## config.mk

```make
export PLATFORM = sky130hd
export DESIGN_NAME = prbs_track
export DESIGN_NICKNAME = d
export VERILOG_FILES = /design/src/rtl/tdm_prbs_pkg.sv /design/src/rtl/prbs_track.sv
export SDC_FILE = /design/constraint.sdc
export NUM_CORES = 1
export LEC_CHECK = 0
export BUFFER_PORTS_ARGS = -buffer_cell sky130_fd_sc_hd__buf_2
export CORE_ASPECT_RATIO = 1.2
export CORE_MARGIN = 5
export CORE_UTILIZATION = 35
export DETAILED_ROUTE_END_ITERATION = 8
export PLACE_DENSITY = 0.56
export SYNTH_ARGS = -nofsm -noshare
export SYNTH_HDL_FRONTEND = slang
export SYNTH_SLANG_ARGS = --single-unit
```

## constraint.sdc

```tcl
create_clock -name clk -period 1.5 [get_ports clk]
set_input_delay 0.225 -clock clk [delete_from_list [all_inputs] [get_ports clk]]
set_output_delay 0.225 -clock clk [all_outputs]
set_load 0.01 [all_outputs]
```

## src/rtl/tdm_prbs_pkg.sv

```systemverilog
package tdm_prbs_pkg;

    // length of the pseudo-random shift register
    localparam int PRBS_LEN = 15;
    // feedback taps, x^15 + x^14 + 1
    localparam int TAP_HI   = 14;
    localparam int TAP_LO   = 13;

    function automatic logic prbs_next(input logic [PRBS_LEN-1:0] s);
        return s[TAP_HI] ^ s[TAP_LO];
    endfunction

endpackage

```

## src/rtl/prbs_track.sv

```systemverilog
module prbs_track
    import tdm_prbs_pkg::*;
(
    input  logic clk,
    input  logic rst_n,
    input  logic run,
    input  logic in_win,
    input  logic rx_bit,
    output logic locked,
    output logic mismatch
);

    localparam int SCW = $clog2(PRBS_LEN + 1);

    typedef struct packed {
        logic [PRBS_LEN-1:0] shreg;
        logic [SCW-1:0]      fill;
    } trk_st_t;

    trk_st_t st_q, st_d;
    logic    pred;

    always_comb begin
        st_d     = st_q;
        pred     = prbs_next(st_q.shreg);
        locked   = (st_q.fill == SCW'(PRBS_LEN));
        mismatch = run && in_win && locked && (rx_bit != pred);
        if (!run) begin
            st_d.fill = '0;
        end else if (in_win) begin
            if (!locked) begin
                // seed phase: take the line bits as they come
                st_d.shreg = {st_q.shreg[PRBS_LEN-2:0], rx_bit};
                st_d.fill  = st_q.fill + SCW'(1);
            end else begin
                // free-running prediction, immune to line errors
                st_d.shreg = {st_q.shreg[PRBS_LEN-2:0], pred};
            end
        end
    end

    always_ff @(posedge clk or negedge rst_n) begin
        if (!rst_n) begin
            st_q.shreg <= '0;
            st_q.fill  <= '0;
        end else begin
            st_q <= st_d;
        end
    end

    // stopping drops lock so the next start re-seeds
    a_r8_stop_unlocks: assert property (@(posedge clk) disable iff (!rst_n)
        !run |=> !locked);

    // once locked, lock holds while running
    a_r4_lock_held: assert property (@(posedge clk) disable iff (!rst_n)
        (run && locked) |=> locked);

    // seed bits are never flagged
    a_r4_seed_quiet: assert property (@(posedge clk) disable iff (!rst_n)
        (run && in_win && $past(!run)) |-> !mismatch);

endmodule

```

==> flow_summary.ini <==
[run_status]
status = finished, violations left
violations = setup timing

[power]
power_frac_seq_pct = 57.1
clkPwrFrac_pct = 17.5
switchingPower_mw = 0.3484
ir_drop_mv = 0.6578
power.internal_mw = 1.029
p_sw_share_pct = 25.30
leakagePower_nw = 0.4832
p_comb_share_pct = 25.4
total_power_mw = 1.377
p_per_area_mw_per_mm2 = 1381

[detailed_routing]
wire_per_inst_um = 12.20
drc = 0
dr.pass1.iters = 3
drtAntennaViolNets = 0
vias = 487
routed_wl_um = 1269
vias_per_cell = 4.683
drt-initial-drc-count = 6

[synthesis]
avgSynthCellArea_um2 = 14.12
synth.distinct_cells = 22
synth_top_area_share_pct = 57.06
synth-compound-area-share_pct = 4.204
synthTopCellsByCount = dfrtp_1, mux2_2, mux2_4
synth-seq-cells = 19
synth_mux_area_share_pct = 23.27
synth_top_area_cell = dfrtp_1
synthXorXnorAreaFrac_pct = 2.102
synth-main-ff-cell = dfrtp_1
synth_area_um2 = 833.3
yosys.area_share.adder_pct = 1.502
synth-edff-count = 0
synthTopCellsByArea = dfrtp_1, mux2_4, mux2_2
yosysWarningCount = 0
yosysSeqAreaShare_pct = 57.06
async_flop_share_pct = 100.0
synth.most_common_cell = dfrtp_1
synthCells = 59
mappedNetlistNets = 65
synthSimpleGateAreaFrac_pct = 9.009
synth_top_family_by_area = multiplexers

[timing]
period_needed_ns = 1.509
max_clock_freq_mhz = 662.6
tns_ns = -0.009209
finalSetupViolations = 1
hold_viol_final = 0
setup_slack_ns = -0.009209
max_slew.worst_pin.slew_ns = 0.4275
slew_viol_final = 0
fin_skew_ns = 0.002382
maxSlewHeadroom_pct = 71.50
rsz0062_at_grt = yes
finalCritPeriodShare_pct = 100.6

[worst_hold_path]
holdPathStages = 3
min_to = st_q[2]
hold_path.class = input port to flip-flop
min_from = run

[floorplan]
die_area_mm2 = 0.003461
start_util_pct = 36.51
die_x_um = 54.54
die-height_um = 63.45
rows = 19
ios = 7
core_area_mm2 = 0.002282

[placement]
portBuffers = 6
hpwl_um = 802.6
dpl_cell_area_um2 = 885.9
dpl_worst_slack_ns = 0.1929
place.gp.congestion = 0.6328

[worst_setup_path]
reg2regPathDepth = 5
path_cells = ha_4, nand3_4, nor3_2, buf_2
critPathTopFamily = flip-flops
r2r_end = st_q[4]
cp_num_buf_inv = 1
slowest_stage = dfrtp_1
cp_max_fo = 5
rrSetupSlack_ns = 0.31
start_kind = flip-flop
max_stage_delay_ns = 0.41
path_class = flip-flop to output port
endpoint_kind = output port
cp.arrival_ns = 1.28
worstPathRequired_ns = 1.27
r2r-start = st_q[0]

[global_routing]
grt_use_total_pct = 8.755
grt_pass1_vias = 500
antenna_found_initial = 0
grt_max_degree = 20
grt_first_pass_wirelength_um = 2173
grt_overflow = 0

[run]
cap_violations = 0

[clock_network]
cts_root_buf = clkbuf_4
clk_pin_slew_worst_paths_ns = 0.09
htree_levels = 1
cts.path.max_buffers = 2
numCtsBuffers = 3
worst_skew_pair.late_latency_ns = 0.28
cts_tree = done
clock-sinks = 19

[final_layout]
syn_to_final_growth_pct = 19.67
reg.largest.list = st_q x19
top_register = st_q
insertedDiodeCount = 0
largest_reg_flops = 19
final_area_um2 = 997.2
final_nets = 80
drive_gt1_share_pct = 45.21
power groups by stage:
stage / Combinational [mW] / Sequential [mW] / Clock, mW
after floorplan: 0.266 / 0.760 / 0
after global placement: 0.302 / 0.784 / 0
after detailed placement: 0.302 / 0.789 / 0
after CTS: 0.315 / 0.777 / 0.259
after global routing: 0.381 / 0.809 / 0.277
final: 0.349 / 0.787 / 0.241
worst max path at each step:
stage            start        to  slack, ns  cells past startpoint
3_3_place_gp   st_q[0]  mismatch       0.23                      4
3_5_place_dp   st_q[0]  mismatch       0.19                      4
5_1_grt        st_q[0]  mismatch      -0.10                      4
2_1_floorplan  st_q[0]   st_q[3]       0.27                      5
6_report       st_q[0]  mismatch     -0.009                      4
4_1_cts        st_q[0]  mismatch      -0.04                      4
worst register-to-register path: stages, from the launching register on:
cell and delay (ns):
dfrtp_1 0.41, ha_4 0.18, nand3_4 0.10, inv_1 0.12, mux2i_1 0.19, o21ai_0 0.08
through the flow:
| step | util (%) | hold WS (ns) | std cells |
|---|---|---|---|
| final | 43.70 | 0.2603 | 104 |
| after global routing | 43.70 | 0.2518 | 104 |
| after CTS | 41.39 | 0.2495 | 101 |
| after detailed placement | 38.82 | 0.1914 | 94 |
| after global placement | 38.82 | 0.1806 | 94 |
| after floorplan | - | -0.07059 | 59 |
final cells by class:
class | instances | area, um^2
Fill cell | 223 | 1285
Sequential cell | 19 | 475.5
Multi-Input combinational cell | 36 | 371.6
Timing Repair Buffer | 12 | 77.57
Tap cell | 31 | 38.79
Clock buffer | 4 | 26.28
Inverter | 2 | 7.507
metal layers:
metal / vias up / wire (um) / GRT usage (%)
met2: 5 / 608 / 12.87
met1: 243 / 612 / 11.06
met5: - / 0 / 0
li1: 237 / - / -
met4: 0 / 10 / 4.673
met3: 2 / 37 / 2.830
cell usage in the layout, fill, tap and decap left out:
cell type      count
a21oi_1            1
and2_1             1
and4b_1            1
buf_2              6
buf_4              5
clkbuf_1           1
clkbuf_4           3
dfrtp_1           19
dlygate4sd3_1      1
ha_4               1
inv_1              2
mux2_2             7
mux2_4             7
mux2i_1            1
nand2_1            3
nand2_4            1
nand3_4            1
nand4_1            2
nand4b_1           1
nor3_1             1
nor3_2             1
o211ai_1           1
o21ai_0            3
o31ai_1            1
xnor2_1            1
xor2_2             1
cell families (layout without fill, tap and decap cells):
logic type,Yosys count,count (layout)
buf+inv,4,18
mux,15,15
compound gates,6,6
flops,19,19
simple gates,12,12
fa+ha+maj,1,1
xor+xnor,2,2
timing repair:
item,CTS,global route
pin swaps,0,1
hold buffers,1,0
buffers inserted,2,3
endpoints found under the setup margin,2,2
resized for setup,2,4
endpoints found under the hold margin,19,0
(Power assumes the default switching activity.)
